--- src/rtl/irqtmr_pkg.sv ---
package irqtmr_pkg;

    localparam int CNT_W       = 8;
    localparam int SHORT_W     = 3;
    localparam int LINE_TICKS  = 8;
    localparam int ADDR_TICKS  = 2;
    localparam int PEND_W      = 5;

    localparam int MODE_DIR_HI = 7;
    localparam int MODE_DIR_LO = 6;
    localparam int MODE_SHORT  = 2;

    typedef enum logic [1:0] {
        DIR_HOLD_A = 2'b00,
        DIR_UP     = 2'b01,
        DIR_DOWN   = 2'b10,
        DIR_HOLD_B = 2'b11
    } dir_e;

    typedef enum logic [1:0] {
        SRC_CPU   = 2'd0,
        SRC_LINE  = 2'd1,
        SRC_VADDR = 2'd2,
        SRC_WRITE = 2'd3
    } src_e;

    typedef enum logic [2:0] {
        OFF_ENA  = 3'd0,
        OFF_MODE = 3'd1,
        OFF_DIS  = 3'd2,
        OFF_EN   = 3'd3,
        OFF_PRE  = 3'd4,
        OFF_CNT  = 3'd5,
        OFF_KEY  = 3'd6,
        OFF_ADJ  = 3'd7
    } off_e;

    function automatic logic is_moving(dir_e d);
        return (d == DIR_UP) || (d == DIR_DOWN);
    endfunction

    function automatic logic is_burst_src(src_e s);
        return (s == SRC_LINE) || (s == SRC_VADDR);
    endfunction

endpackage

--- src/rtl/irqtmr_regs.sv ---
module irqtmr_regs
    import irqtmr_pkg::*;
#(
    parameter int W = CNT_W
) (
    input  logic         clk,
    input  logic         rst,
    input  logic         wr_en,
    input  logic [2:0]   wr_off,
    input  logic [W-1:0] wr_data,
    output dir_e         dir,
    output logic         short_pre,
    output src_e         src,
    output logic         en,
    output logic         ack,
    output logic         load_pre,
    output logic         load_cnt,
    output logic [W-1:0] load_val
);

    off_e         off;
    logic [W-1:0] key;

    always_comb begin
        off      = off_e'(wr_off);
        ack      = wr_en && ((off == OFF_DIS) || (off == OFF_ENA && !wr_data[0]));
        load_pre = wr_en && (off == OFF_PRE);
        load_cnt = wr_en && (off == OFF_CNT);
        load_val = wr_data ^ key;
    end

    always_ff @(posedge clk) begin
        if (rst) begin
            key       <= '0;
            en        <= 1'b0;
            dir       <= DIR_HOLD_A;
            short_pre <= 1'b0;
            src       <= SRC_CPU;
        end else if (wr_en) begin
            unique case (off)
                OFF_ENA:  en <= wr_data[0];
                OFF_MODE: begin
                    dir       <= dir_e'(wr_data[MODE_DIR_HI:MODE_DIR_LO]);
                    short_pre <= wr_data[MODE_SHORT];
                    src       <= src_e'(wr_data[1:0]);
                end
                OFF_DIS:  en  <= 1'b0;
                OFF_EN:   en  <= 1'b1;
                OFF_KEY:  key <= wr_data;
                default:  ;
            endcase
        end
    end

    assert_enable_R10: assert property (@(posedge clk) disable iff (rst)
        (wr_en && off == OFF_EN) |=> en);
    assert_disable_R10: assert property (@(posedge clk) disable iff (rst)
        (wr_en && off == OFF_DIS) |=> !en);

endmodule

--- src/rtl/irqtmr_ticks.sv ---
module irqtmr_ticks
    import irqtmr_pkg::*;
#(
    parameter int AW = 14
) (
    input  logic          clk,
    input  logic          rst,
    input  src_e          src,
    input  logic          cpu_cycle,
    input  logic          scanline,
    input  logic [AW-1:0] vaddr,
    output logic          tick
);

    localparam logic [PEND_W:0] PEND_MAX = (PEND_W+1)'((1 << PEND_W) - 1);

    logic [PEND_W-1:0] pend;
    logic [PEND_W-1:0] pend_n;
    logic [PEND_W:0]   pend_sum;
    logic [PEND_W:0]   add;
    logic [AW-1:0]     last_addr;

    always_comb begin
        add = '0;
        unique case (src)
            SRC_LINE:  if (scanline)           add = (PEND_W+1)'(LINE_TICKS);
            SRC_VADDR: if (vaddr != last_addr) add = (PEND_W+1)'(ADDR_TICKS);
            default:   ;
        endcase
        pend_sum = {1'b0, pend} - {{PEND_W{1'b0}}, (pend != '0)} + add;
        pend_n   = (pend_sum > PEND_MAX) ? PEND_MAX[PEND_W-1:0] : pend_sum[PEND_W-1:0];
        if (src == SRC_CPU) tick = cpu_cycle;
        else                tick = is_burst_src(src) && (pend != '0);
    end

    always_ff @(posedge clk) begin
        if (rst) begin
            pend      <= '0;
            last_addr <= '0;
        end else begin
            pend <= is_burst_src(src) ? pend_n : '0;
            if (src == SRC_VADDR) last_addr <= vaddr;
        end
    end

    assert_line_burst_R3: assert property (@(posedge clk) disable iff (rst)
        (src == SRC_LINE && scanline && pend == '0) |=> (pend == PEND_W'(LINE_TICKS)));
    assert_same_addr_R4: assert property (@(posedge clk) disable iff (rst)
        (src == SRC_VADDR && vaddr == last_addr && pend == '0) |=> (pend == '0));
    assert_write_src_R5: assert property (@(posedge clk) disable iff (rst)
        (src == SRC_WRITE) |-> !tick);

endmodule

--- src/rtl/irqtmr_count.sv ---
module irqtmr_count
    import irqtmr_pkg::*;
#(
    parameter int W = CNT_W
) (
    input  logic         clk,
    input  logic         rst,
    input  dir_e         dir,
    input  logic         short_pre,
    input  logic         tick,
    input  logic         en,
    input  logic         ack,
    input  logic         load_pre,
    input  logic         load_cnt,
    input  logic [W-1:0] load_val,
    output logic         irq
);

    localparam logic [W-1:0] SHORT_MASK = {{(W-SHORT_W){1'b0}}, {SHORT_W{1'b1}}};

    logic [W-1:0] pre, cnt, pre_n, cnt_n, mask;
    logic         carry, wrap;

    always_comb begin
        mask  = short_pre ? SHORT_MASK : '1;
        pre_n = pre;
        cnt_n = cnt;
        carry = 1'b0;
        wrap  = 1'b0;
        if (tick) begin
            unique case (dir)
                DIR_UP: begin
                    pre_n = pre + 1'b1;
                    carry = (pre_n & mask) == '0;
                end
                DIR_DOWN: begin
                    pre_n = pre - 1'b1;
                    carry = (pre_n & mask) == mask;
                end
                default: ;
            endcase
        end
        if (carry) begin
            if (dir == DIR_UP) begin
                cnt_n = cnt + 1'b1;
                wrap  = cnt_n == '0;
            end else begin
                cnt_n = cnt - 1'b1;
                wrap  = cnt_n == '1;
            end
        end
        if (load_pre) pre_n = load_val;
        if (load_cnt) begin
            cnt_n = load_val;
            wrap  = 1'b0;
        end
    end

    always_ff @(posedge clk) begin
        if (rst) begin
            pre <= '0;
            cnt <= '0;
            irq <= 1'b0;
        end else begin
            pre <= pre_n;
            cnt <= cnt_n;
            irq <= ack ? 1'b0 : (irq || (wrap && en));
        end
    end

    assert_stopped_R1: assert property (@(posedge clk) disable iff (rst)
        (!is_moving(dir) && !load_pre && !load_cnt) |=> ($stable(pre) && $stable(cnt)));
    assert_needs_enable_R8: assert property (@(posedge clk) disable iff (rst)
        (!irq && !en) |=> !irq);
    assert_level_hold_R12: assert property (@(posedge clk) disable iff (rst)
        (irq && !ack) |=> irq);
    assert_ack_clears_R10: assert property (@(posedge clk) disable iff (rst)
        ack |=> !irq);

endmodule

--- src/rtl/irqtmr_top.sv ---
module irqtmr_top
    import irqtmr_pkg::*;
#(
    parameter int W  = CNT_W,
    parameter int AW = 14
) (
    input  logic          clk,
    input  logic          rst,
    input  logic          wr_en,
    input  logic [2:0]    wr_off,
    input  logic [W-1:0]  wr_data,
    input  logic          cpu_cycle,
    input  logic          scanline,
    input  logic [AW-1:0] vaddr,
    output logic          irq
);

    dir_e         dir;
    src_e         src;
    logic         short_pre, en, ack, load_pre, load_cnt, tick;
    logic [W-1:0] load_val;

    irqtmr_regs #(.W(W)) u_regs (
        .clk(clk), .rst(rst), .wr_en(wr_en), .wr_off(wr_off), .wr_data(wr_data),
        .dir(dir), .short_pre(short_pre), .src(src), .en(en), .ack(ack),
        .load_pre(load_pre), .load_cnt(load_cnt), .load_val(load_val)
    );

    irqtmr_ticks #(.AW(AW)) u_ticks (
        .clk(clk), .rst(rst), .src(src), .cpu_cycle(cpu_cycle),
        .scanline(scanline), .vaddr(vaddr), .tick(tick)
    );

    irqtmr_count #(.W(W)) u_count (
        .clk(clk), .rst(rst), .dir(dir), .short_pre(short_pre), .tick(tick),
        .en(en), .ack(ack), .load_pre(load_pre), .load_cnt(load_cnt),
        .load_val(load_val), .irq(irq)
    );

endmodule

--- config.mk ---
export PLATFORM = sky130hd
export DESIGN_NAME = irqtmr_top
export DESIGN_NICKNAME = d
export VERILOG_FILES = /design/src/rtl/irqtmr_pkg.sv /design/src/rtl/irqtmr_regs.sv /design/src/rtl/irqtmr_ticks.sv /design/src/rtl/irqtmr_count.sv /design/src/rtl/irqtmr_top.sv
export SDC_FILE = /design/constraint.sdc
export NUM_CORES = 1
export LEC_CHECK = 0
export BUFFER_PORTS_ARGS = -buffer_cell sky130_fd_sc_hd__buf_4
export CELL_PAD_IN_SITES_DETAIL_PLACEMENT = 1
export CELL_PAD_IN_SITES_GLOBAL_PLACEMENT = 1
export CORE_MARGIN = 1.5
export CORE_UTILIZATION = 48
export CTS_CLUSTER_DIAMETER = 50
export CTS_CLUSTER_SIZE = 20
export DETAILED_ROUTE_END_ITERATION = 6
export GPL_TIMING_DRIVEN = 0
export PLACE_DENSITY_LB_ADDON = 0.15
export SETUP_SLACK_MARGIN = 0.1
export SYNTH_ARGS = -nofsm -noshare
export SYNTH_HDL_FRONTEND = slang
export SYNTH_SLANG_ARGS = --single-unit
export TNS_END_PERCENT = 30
--- constraint.sdc ---
create_clock -name clk -period 6.25 [get_ports clk]
set_input_delay 1.25 -clock clk [delete_from_list [all_inputs] [get_ports clk]]
set_output_delay 1.25 -clock clk [all_outputs]
set_load 0.005 [all_outputs]
-- Word level (Yosys, flattened, before mapping)
Cells that the tools add are included.
- bitwise operators: 4
- multipliers: 0
- shift operators: 0
- divide/modulo/power cells: 0
- mux-type cells: 18
- reduce and logical (&&, ||, !) cells: 25
- eq/ne operators: 13
- add/sub/neg operators: 6
- order comparisons: 1
- operators by type and width (kind ; number):
    $mux W8 ; 6
    $add A8 B1 Y8 const B ; 2
    $and A8 B8 Y8 ; 2
    $logic_not A8 Y1 ; 2
    $pmux W8 S2 ; 1
    $sub A8 B1 Y8 const B ; 2
    $ne A14 B14 Y1 ; 1
    $pmux W6 S2 ; 1
    $eq A3 B3 Y1 const B ; 3
    $eq A8 B8 Y1 ; 1
    $eq A8 B8 Y1 const B ; 1
    $reduce_and A2 Y1 ; 4
    $xor A8 B8 Y8 ; 1
    $add A6 B6 Y6 ; 1
    $eq A3 B2 Y1 const B ; 2
    $gt A6 B5 Y1 const B ; 1
    $logic_and A1 B1 Y1 ; 6
    $reduce_bool A3 Y1 ; 2
    $sub A5 B1 Y6 ; 1
    $mux W1 ; 5
    $mux W5 ; 1
    $reduce_bool A5 Y1 ; 1
    $eq A2 B1 Y1 const B ; 2
    $eq A2 B2 Y1 const B ; 2
    other kinds (12) ; 16
- flip-flop bits (word level): 50
- memories: 0
- latch bits: 0
- RAM bits: 0
- word-level logic and storage cells: 77
- output and inout port bits: 1
- ROM bits: 0

-- Depth between registers and ports, before layout
Gate-level depths: netlist of run 1.
- word-level depth: 9
- mapped depth: 13
- gate-level depth less buffers: 12

-- Modules after synthesis
From an unflattened synthesis of run 1, not the netlist that was laid out.
- cell total of the unflattened synthesis: 417
- area total of the unflattened synthesis: 3427.0 um^2
- by module, submodules not included (module ; times used ; area an instance (um^2) ; sequential area each (um^2) ; cells an instance):
    irqtmr_count ; 1 ; 1717.9 ; 340.3 ; 229
    irqtmr_ticks ; 1 ; 1064.8 ; 380.4 ; 114
    irqtmr_regs ; 1 ; 644.4 ; 280.3 ; 74

-- Worst setup path after synthesis of run 1
Ideal clock, no wire load.
- kind: input to register
- start point: input vaddr[4]
- end point: register u_ticks.pend[0]
- path buffers: 0
- cell stages on the path: 12
- arrival: 3429 ps
- path slack: 2692 ps
- cell sequence: xor2_1 nor4_1 nand3_1 o311ai_0 ha_1 inv_1 ha_1 fa_1 a21o_1 a21oi_1 xnor2_1 a21oi_1
- longest elaborated chain between the ends: 6
- RTL lines (what ; RTL line ; RTL):
    start: declaration ; irqtmr_top.sv:14 ; input logic [AW-1:0] vaddr,
    $ne A14 B14 Y1 ; irqtmr_ticks.sv:27 ; SRC_VADDR: if (vaddr != last_addr) add = (PEND_W+1)'(ADDR_TICKS);
    $mux W2 ; irqtmr_ticks.sv:27 ;
    $pmux W6 S2 ; irqtmr_ticks.sv:25 ; unique case (src)
    $add A6 B6 Y6 ; irqtmr_ticks.sv:30 ; pend_sum = {1'b0, pend} - {{PEND_W{1'b0}}, (pend != '0)} + add;
    $gt A6 B5 Y1 ; irqtmr_ticks.sv:31 ; pend_n = (pend_sum > PEND_MAX) ? PEND_MAX[PEND_W-1:0] : pend_sum[PEND_W-1:0];
    $mux W5 ; irqtmr_ticks.sv:31 ;
    end signal: assignment ; irqtmr_ticks.sv:41 ; pend <= is_burst_src(src) ? pend_n : '0;
    end: declaration ; irqtmr_ticks.sv:17 ; logic [PEND_W-1:0] pend;
No other way between the ends.
A chain may end at the register's enable or synchronous reset.

-- Worst setup path after layout of run 1
- start point: input vaddr[4]
- end point: register u_ticks.pend[3]
- longest elaborated chain between the ends: 6
- RTL lines (what ; RTL line):
    $ne A14 B14 Y1 (*) ; irqtmr_ticks.sv:27
    $mux W2 (*) ; irqtmr_ticks.sv:27
    $pmux W6 S2 (*) ; irqtmr_ticks.sv:25
    $add A6 B6 Y6 (*) ; irqtmr_ticks.sv:30
    $gt A6 B5 Y1 ; irqtmr_ticks.sv:31
    $mux W5 (*) ; irqtmr_ticks.sv:31
Mark *: on every way between the ends. The rest lies on a longest branch, timed or not.

==> results of run 1 <==
[worst paths after layout]
kind                              startpoint                    endpoint  slack (ns)
hold / removal    u_regs.key[5]$_SDFFE_PP0P_  u_regs.key[5]$_SDFFE_PP0P_        0.47
hold reg to reg   u_regs.key[5]$_SDFFE_PP0P_  u_regs.key[5]$_SDFFE_PP0P_        0.47
setup / recovery                    vaddr[4]  u_ticks.pend[3]$_SDFF_PP0_        2.45
setup reg to reg  u_regs.src[0]$_SDFFE_PP0P_  u_ticks.pend[3]$_SDFF_PP0_        2.45
[Yosys cell counts (3+ instances only)]
library cell / n / share of area (%)
nand2_1: 44 / 5.0
dfxtp_1: 50 / 30
clkbuf_1: 22 / 2.5
nor3_1: 11 / 1.7
nand4_1: 9 / 1.7
xor2_1: 19 / 5.0
a31oi_1: 3 / 0.57
a21oi_1: 23 / 3.5
nand2b_1: 5 / 0.94
and3_1: 7 / 1.3
o21ai_0: 10 / 1.5
nor4_1: 3 / 0.57
ha_1: 19 / 7.2
inv_1: 29 / 3.3
o211ai_1: 5 / 1.1
or4_1: 6 / 1.4
nand3_1: 11 / 1.7
mux2i_1: 20 / 6.0
a31o_2: 4 / 1.1
xnor2_1: 22 / 5.8
a311oi_1: 7 / 1.8
nor2_1: 41 / 4.6
a211oi_1: 7 / 1.6
[logic make-up after synthesis]
kind of cell,synth area share [%]
AOI/OAI and AO/OA,16.8
xor gates and xnor gates,10.8
and+or+nand+nor,21.6
buffers and inverters,6.82
DFF,30.1
muxes,6.03
adders and majority gates,7.76
[worst max-delay path, delay by kind of cell]
kind	cells	cell delay, ns
AO/OA/AOI/OAI	4	0.95
adder cells (fa/ha/maj)	3	0.84
AND/OR/NAND/NOR	2	0.42
XOR/XNOR	2	0.36
buffers and inverters	2	0.16
[stage by stage]
step	hold WS (ns)	instance area, sq um
after CTS	0.476	3740
after global placement	0.453	3640
after floorplan	0.447	3320
after global routing	0.500	3740
after detailed placement	0.463	3650
final	0.473	3740
[sequential cells by signal, indices dropped and copies added, names as in the netlist]
name / cells
u_regs.src: 2
u_ticks.last_addr: 14
u_regs.dir: 2
u_ticks.pend: 5
u_count.pre: 8
u_count.cnt: 8
u_regs.key: 8
u_regs.short_pre: 1
u_count.irq: 1
u_regs.en: 1
[power breakdown]
| part | internal, uW | switching [uW] |
|---|---|---|
| clock | 91.4 | 116 |
| combinational | 51.2 | 66.2 |
| sequential | 326 | 7.03 |
| total | 469 | 189 |
[area by class of cell]
| type | instances | area [sq um] |
|---|---|---|
| flip-flops and latches | 50 | 1000 |
| clock buffers | 6 | 82.6 |
| inverters | 29 | 109 |
| clock inverters | 2 | 16.3 |
| well taps | 80 | 100 |
| fillers | 826 | 3010 |
| plain buffers | 27 | 118 |
| repair buffers | 30 | 225 |
| multi-input cells | 310 | 2090 |
[routing by layer]
layer	routed length [microns]	share of wire (%)	vias up
met3	296	3.3	12
met2	4720	52	56
met5	0	0	-
li1	-	-	1536
met4	138	1.5	0
met1	3920	43	1510
==> summary.md, run 1 <==
| Metric | Value |
|---|---|
| Status | `finished, final reports clean` |
| Avg WL per Cell | `17.0 microns` |
| Accumulated negative setup slack | `0 ns` |
| Commonest non-fill, non-tap cell in the layout | `dfxtp_1` |
| # rows | `30` |
| #FFs+latches synth | `50` |
| Syn Area/Cell | `7.98 sq um` |
| Synthesized area | `3320 sq um` |
| Die area | `7430 sq um` |
| CP max-delay cell | `o311ai_0` |
| CP required | `about 6.4 ns` |
| GR Util met1 | `29.5%` |
| Ports | `31` |
| Final Max Slew Viols | `0` |
| Library cells used by synthesis | `53` |
| Placed Instances | `526` |
| Die width | `roughly 86 microns` |
| Post-route antenna net violation count | `0` |
| Worst-skew pair later-pin latency | `0.31 ns` |
| Clk slew on worst S/H paths | `about 0.1 ns` |
| Cts bufs inserted | `5` |
| Worst R2R Path Depth | `13` |
| Number of nets in the layout | `503` |
| Initial Util | `about half` |
| Via density | `between 5 and 6` |
| Worst Hold Path Cells | `2` |
| CTS hold repair buffers | `0` |
| Setup Crit Path Kind | `in2reg` |
| # diodes | `0` |
| Number of synthesized flops with an enable pin | `0` |
| Post-synthesis async set-or-reset flop share | `0%` |
| Slew margin rel. | `39.7%` |
| Utilization after layout | `55.4%` |
| H-tree levels | `2` |
| Clock skew | `approximately 0.011 ns` |
| Vias in the first global route | `3320` |
| Global Route met3 Usage | `3.90%` |
| CP Launch Type | `primary input` |
| Met2 GRT Util | `48.8%` |
| DR vias | `3114` |
| P per Cell Area | `176 nW/um^2` |
| Post-CTS Setup Repair Bufs | `0` |
| Worst VDD drop | `127 uV` |
| Most used routing layer | `met2` |
| CTS tree | `done` |
| Global route overflow | `0` |
| Crit-path max FO | `5` |
| Max Fclk | `263 MHz` |
| Worst Tran Pin Value | `0.901 ns` |
| Wire length of the first global-routing pass | `15.2 mm` |
| Max-Cap Viols | `0` |
| Detailed Route Iter0 Violations | `129` |
| Die Y | `86.2 microns` |
| Pin count of the biggest net entering global routing | `17` |
| Maximum clock insertion buffer count | `2` |
| Core ar. | `6760 sq um` |
| I/O Buffers | `29` |
| DR DRC count | `0` |
| Synthesis-to-finish area growth | `12.8%` |
| CTS root buf | `clkbuf_8` |
| Tightest Hold Check Type | `reg2reg` |
| Synth Flop Type | `dfxtp_1` |
| Sequential area share after synthesis | `30.1%` |
| Fin cells | `about 530` |
| Most frequent cells in the layout | `dfxtp_1, nand2_1, nor2_1` |
| Layout cell share with drive strength beyond 1 | `11.2%` |
| Hpwl dp | `between 6 and 7 mm` |
| CP endpoint kind | `flop` |
| Leak | `0.00139 uW` |
| CTS resizes | `0` |
| Tot GR Track Use | `25.7%` |
| RSZ-0062 raised after global routing | `no` |
| Clk sink count | `50` |
| Arrival time worst endpoint | `3.99 ns` |
| Total iterations of the first detailed-routing run | `6` |
| Yosys Warn Count | `0` |
| Slowest stage delay, CP | `~0.47 ns` |
| Hold Fails Final Rpt | `0` |
| Crit share post-route | `60.8%` |
| Overall power | `around 660 uW` |
| GP Congestion | `0.881` |
| Crit path time final | `roughly 3.8 ns` |
| Initial antenna violation count | `0` |
| Final Setup Violations | `0` |
| DRT Wirelength | `9.08 mm` |
| Critical-path cell list | `buf_4, xor2_1, nor4_1, nand3_1, o311ai_0, ha_1, inv_1, ha_1, fa_1, a21o_1, a21oi_1, xnor2_1, a21oi_1` |
| Post-Syn Instances | `416` |
| Mapped Nets | `466` |
| Pre-CTS WS | `2.06 ns` |
| Worst Setup Slack, final | `2.45 ns` |
No activity file was read; power rests on OpenSTA's default activity.
==> inputs of run 2 (changes only) <==
--- a/config.mk
+++ b/config.mk
@@ -9,7 +9,7 @@
 export CELL_PAD_IN_SITES_DETAIL_PLACEMENT = 1
 export CELL_PAD_IN_SITES_GLOBAL_PLACEMENT = 1
 export CORE_MARGIN = 1.5
-export CORE_UTILIZATION = 48
+export CORE_UTILIZATION = 45
 export CTS_CLUSTER_DIAMETER = 50
 export CTS_CLUSTER_SIZE = 20
 export DETAILED_ROUTE_END_ITERATION = 6
==> constraint.sdc (replaced) <==
create_clock -name clk -period 3.7 [get_ports clk]
set_input_delay 0.74 -clock clk [delete_from_list [all_inputs] [get_ports clk]]
set_output_delay 0.74 -clock clk [all_outputs]
set_load 0.005 [all_outputs]
==> summary.md, run 2 (synthesis results as in run 1) <==
| Metric | Value |
|---|---|
| Synthesis-to-finish area growth | `14.0%` |
| Filler instances | `918` |
| Setup Crit Path Kind | `reg2reg` |
| Accumulated negative setup slack | `0 ns` |
| I/O Buffers | `29` |
| CP endpoint kind | `flop` |
| Pin count of the biggest net entering global routing | `18` |
| Final Setup Violations | `0` |
| Placed Area | `3670 sq um` |
| Max Fclk | `299 MHz` |
| CP required | `~3.9 ns` |
| Kind of cell adding the most delay to the critical path | `adder cells` |
| Final Max Slew Viols | `0` |
| Vias in the first global route | `3183` |
| Worst VDD drop | `222 uV` |
| Detailed Route Iter0 Violations | `87` |
| CP Launch Type | `flop` |
| Worst-skew pair later-pin latency | `approximately 0.31 ns` |
| Reg with most FFs | `u_ticks.last_addr` |
| Total iterations of the first detailed-routing run | `4` |
| CTS tree | `done` |
| Die width | `88.9 microns` |
| Utilization after layout | `52.5%` |
| Number of nets in the layout | `503` |
| Tightest Hold Check Type | `reg2reg` |
| Initial antenna violation count | `0` |
| # rows | `31` |
| Post-CTS Setup Repair Bufs | `0` |
| Buf+Inv Stages, Crit Path | `4` |
| Cts bufs inserted | `5` |
| Die area | `7900 sq um` |
| Post-route antenna net violation count | `0` |
| Clk slew on worst S/H paths | `0.10 ns` |
| Tot GR Track Use | `23.7%` |
| Wire length of the first global-routing pass | `14.6 mm` |
| Leak | `0.00140 uW` |
| # diodes | `0` |
| Via density | `5.60` |
| Hold Fails Final Rpt | `0` |
| Avg WL per Cell | `16.2 microns` |
| Max reg flops | `14` |
| Layout cell share with drive strength beyond 1 | `about 11%` |
| Max-Cap Viols | `0` |
| CP max-delay cell | `fa_1` |
| DRT Wirelength | `8.96 mm` |
| Pre-CTS WS | `approximately 0.012 ns` |
| Initial Util | `46.0%` |
| CP dominant cell by count | `ha_1` |
| Core ar. | `7210 sq um` |
| Hpwl dp | `6.80 mm` |
| Clk sink count | `50` |
| Die Y | `88.9 microns` |
| Clock skew | `slightly below 0.01 ns` |
| H-tree levels | `2` |
| Hold Slack | `between 0.4 and 0.5 ns` |
| Final instance area | `3780 sq um` |
| Crit share post-route | `90.4%` |
| Most frequent cells in the layout | `dfxtp_1, nand2_1, nor2_1` |
| Worst Tran Pin Value | `about 0.76 ns` |
| P per Cell Area | `308 nW/um^2` |
| Crit path time final | `between 3 and 4 ns` |
| CTS root buf | `clkbuf_8` |
| Global route overflow | `0` |
| Slew margin rel. | `49.3%` |
| Maximum clock insertion buffer count | `2` |
| GP Congestion | `0.871` |
| Commonest non-fill, non-tap cell in the layout | `dfxtp_1` |
| Status | `finished, final reports clean` |
| Ports | `31` |
| Arrival time worst endpoint | `3.53 ns` |
| Slowest stage delay, CP | `0.41 ns` |
| DR vias | `3096` |
| RSZ-0062 raised after global routing | `no` |
| DR DRC count | `0` |
| Critical-path cell list | `inv_1, ha_1, clkbuf_1, buf_2, o311ai_0, ha_1, inv_1, ha_1, fa_1, a21o_1, a21oi_1, xnor2_1, a21oi_1` |
| Worst Setup Slack, final | `about 0.35 ns` |
| Crit-path max FO | `10` |
==> run 2: worst min-delay path: cells and delay by family (launching register included) <==
kind               cells  cell delay [ns]
and+or+nand+nor        1             0.05
DFF                    1             0.33
AOI/OAI and AO/OA      1             0.06
==> run 2: path summary, 6_finish.rpt <==
check	cells after the start	slack, ns	start	to
setup / recovery	13	0.35	u_regs.src[0]$_SDFFE_PP0P_	u_ticks.pend[3]$_SDFF_PP0_
hold / removal	2	0.47	u_count.irq$_SDFF_PP0_	u_count.irq$_SDFF_PP0_
setup reg to reg	13	0.35	u_regs.src[0]$_SDFFE_PP0P_	u_ticks.pend[3]$_SDFF_PP0_
hold reg to reg	2	0.47	u_count.irq$_SDFF_PP0_	u_count.irq$_SDFF_PP0_
==> run 2: where the power goes <==
part,switching (uW),internal (uW),leakage (uW)
clock network,203,205,0.0000587
registers,12.0,551,0.000405
logic,110,86.1,0.000939
==> run 2: per-layer routing <==
layer / part of all wire, % / vias to the layer above / routed length [microns] / global-route usage (%)
met5: 0 / - / 0 / 0
met4: 2.0 / 0 / 175 / 7.67
met3: 3.2 / 13 / 285 / 3.97
met2: 50 / 49 / 4510 / 42.5
met1: 45 / 1507 / 3990 / 28.9
li1: - / 1527 / - / -
==> run 2: what timing repair did <==
item	4_1_cts	5_1_grt
endpoints found under the setup margin	5	3
gates cloned	0	0
hold buffers	0	0
resized for setup	1	1
==> run 2: cell type report <==
cell class	instances	area (sq um)	share of cell area, %
Timing Repair Buffer	30	223	5.88
Inverter	29	109	2.88
Tap cell	99	124	3.27
Clock inverter	3	47.5	1.26
Clock buffer	5	68.8	1.82
Buffer	27	119	3.14
Multi-Input combinational cell	310	2090	55.3
Sequential cell	50	1000	26.4
==> run 2: through the flow <==
stage	std cells	total power [uW]
after floorplan	416	700
after global placement	544	762
after detailed placement	545	770
after CTS	553	1180
after global routing	553	1210
final	553	1170
==> inputs of run 3 (changes only) <==
--- a/config.mk
+++ b/config.mk
@@ -15,6 +15,7 @@
 export DETAILED_ROUTE_END_ITERATION = 6
 export GPL_TIMING_DRIVEN = 0
 export PLACE_DENSITY_LB_ADDON = 0.15
+export REMOVE_ABC_BUFFERS = 1
 export SETUP_SLACK_MARGIN = 0.1
 export SYNTH_ARGS = -nofsm -noshare
 export SYNTH_HDL_FRONTEND = slang
==> summary.md, run 3 (synthesis results as in run 1) <==
| Metric | Value |
|---|---|
| Avg WL per Cell | `roughly 15 microns` |
| Synthesis-to-finish area growth | `11.3%` |
| Final Setup Violations | `0` |
| CTS root buf | `clkbuf_8` |
| DR vias | `2944` |
| Via density | `approximately 5.6` |
| Worst VDD drop | `177 uV` |
| Post-CTS Setup Repair Bufs | `0` |
| Maximum clock insertion buffer count | `2` |
| Initial antenna violation count | `0` |
| DR DRC count | `0` |
| Crit path time final | `3.32 ns` |
| Reg2reg start | `u_ticks.last_addr[4]$_SDFFE_PP0P_` |
| Placed Area | `3570 sq um` |
| Die Y | `88.9 microns` |
| Overall power | `roughly 1200 uW` |
| CP endpoint kind | `flop` |
| Ports | `31` |
| Post-route antenna net violation count | `0` |
| Commonest non-fill, non-tap cell in the layout | `dfxtp_1` |
| Hold Fails Final Rpt | `0` |
| Clk slew on worst S/H paths | `0.10 ns` |
| Total iterations of the first detailed-routing run | `4` |
| GP Congestion | `0.847` |
| Cts bufs inserted | `5` |
| Fin cells | `527` |
| Pin count of the biggest net entering global routing | `47` |
| Status | `finished, final reports clean` |
| Arrival time worst endpoint | `between 3 and 4 ns` |
| Final instance area | `3690 sq um` |
| Utilization after layout | `51.2%` |
| Seq. cell area | `roughly 1000 sq um` |
| Core ar. | `between 7000 and 8000 sq um` |
| Clk sink count | `50` |
| Hold_sp | `u_regs.key[7]$_SDFFE_PP0P_` |
| # rows | `31` |
| Placed Instances | `519` |
| Worst Hold Path Cells | `2` |
| # diodes | `0` |
| Accumulated negative setup slack | `0 ns` |
| Max reg flops | `14` |
| Number of nets in the layout | `477` |
| Detailed Route Iter0 Violations | `104` |
| CP required | `3.87 ns` |
| Worst-skew pair later-pin latency | `0.30 ns` |
| Hpwl dp | `5.92 mm` |
| Tot GR Track Use | `21.0%` |
| Crit share post-route | `89.6%` |
| Die width | `88.9 microns` |
| Max-Cap Viols | `0` |
| Filler instances | `between 900 and 1000` |
| Initial Util | `46.0%` |
| Final Max Slew Viols | `0` |
| Wire length of the first global-routing pass | `13.1 mm` |
| DRT Wirelength | `around 8 mm` |
| RSZ-0062 raised after global routing | `no` |
| Max Fclk | `302 MHz` |
| CTS tree | `done` |
| Vias in the first global route | `~2900` |
| Setup Crit Path Kind | `in2reg` |
| Hold Crit Endpoint | `u_regs.key[7]$_SDFFE_PP0P_` |
| Reg with most FFs | `u_ticks.last_addr` |
| Worst R2R Path Depth | `12` |
| Clock skew | `0.00725 ns` |
| Leak | `about 0.0014 uW` |
| Worst R2R End | `u_ticks.pend[3]$_SDFF_PP0_` |
| Layout cell share with drive strength beyond 1 | `11.7%` |
| H-tree levels | `2` |
| Die area | `7900 sq um` |
| Tightest Hold Check Type | `reg2reg` |
| I/O Buffers | `30` |
| Crit-path max FO | `5` |
| Multi-input logic area | `between 2000 and 2500 sq um` |
| Most frequent cells in the layout | `dfxtp_1, nand2_1, nor2_1` |
| Global route overflow | `0` |
| Slew margin rel. | `30.5%` |
| P per Cell Area | `314 nW/um^2` |
| Flop-to-flop setup slack | `around 0.58 ns` |
| CP Launch Type | `primary input` |
| Worst Tran Pin Value | `1.04 ns` |
-- run 3: changes by cell type in the layout (fill, tap and decap cells not counted), sizes merged --
cell    change
clkinv      -1
buf         -5
clkbuf     -20
-- run 3: final cells by class --
| class | instances | area share [%] |
|---|---|---|
| clock inverters | 2 | 1.05 |
| well taps | 99 | 3.35 |
| repair buffers | 31 | 6.40 |
| flip-flops and latches | 50 | 27.1 |
| clock buffers | 6 | 2.24 |
| inverters | 29 | 2.95 |
| multi-input cells | 310 | 56.9 |
-- run 3: how the worst max path moves through the flow --
stage	start	to	slack, ns	depth (start not counted)
after floorplan	vaddr[4]	u_ticks.pend[0]$_SDFF_PP0_	0.65	12
after detailed placement	vaddr[4]	u_ticks.pend[3]$_SDFF_PP0_	0.08	13
after global routing	vaddr[4]	u_ticks.pend[2]$_SDFF_PP0_	0.24	13
after global placement	u_regs.dir[0]$_SDFFE_PP0P_	u_count.pre[7]$_SDFFE_PP0P_	0.12	7
final	vaddr[4]	u_ticks.pend[3]$_SDFF_PP0_	0.38	13
after CTS	u_regs.src[0]$_SDFFE_PP0P_	u_ticks.pend[3]$_SDFF_PP0_	0.22	11
-- run 3: power breakdown --
part | internal (uW) | switching [uW] | total [uW]
clock network | 223 | 189 | 412
registers | 551 | 21.5 | 572
logic | 82.7 | 92.2 | 175
-- run 3: metal layers --
layer	track usage [%]	vias up	routed length (microns)
met5	0	-	0
met4	6.39	0	172
met3	4.06	15	286
met2	37.2	50	3880
met1	25.6	1403	3590
li1	-	1476	-
-- run 3: metrics by stage --
step / hold slack [ns] / worst slack, ns
6_report: 0.475 / 0.384
5_1_grt: 0.503 / 0.235
4_1_cts: 0.479 / 0.218
3_5_place_dp: 0.466 / 0.0756
3_3_place_gp: 0.442 / 0.120
2_1_floorplan: 0.442 / 0.652
-- run 3: timing repair --
item                       4_1_cts  5_1_grt
setup endpoints to repair        0        5
gates resized for setup          0        1
hold buffers                     0        0
-- run 3: worst max-delay path, cell delays in order --
cell and delay (ns):
buf_4 0.12, xor2_1 0.13, nor4_1 0.30, nand3_1 0.16
o311ai_0 0.42, ha_1 0.19, inv_1 0.04, ha_1 0.23
fa_1 0.42, a21o_1 0.19, a21oi_1 0.16, xnor2_1 0.25
a21oi_1 0.14
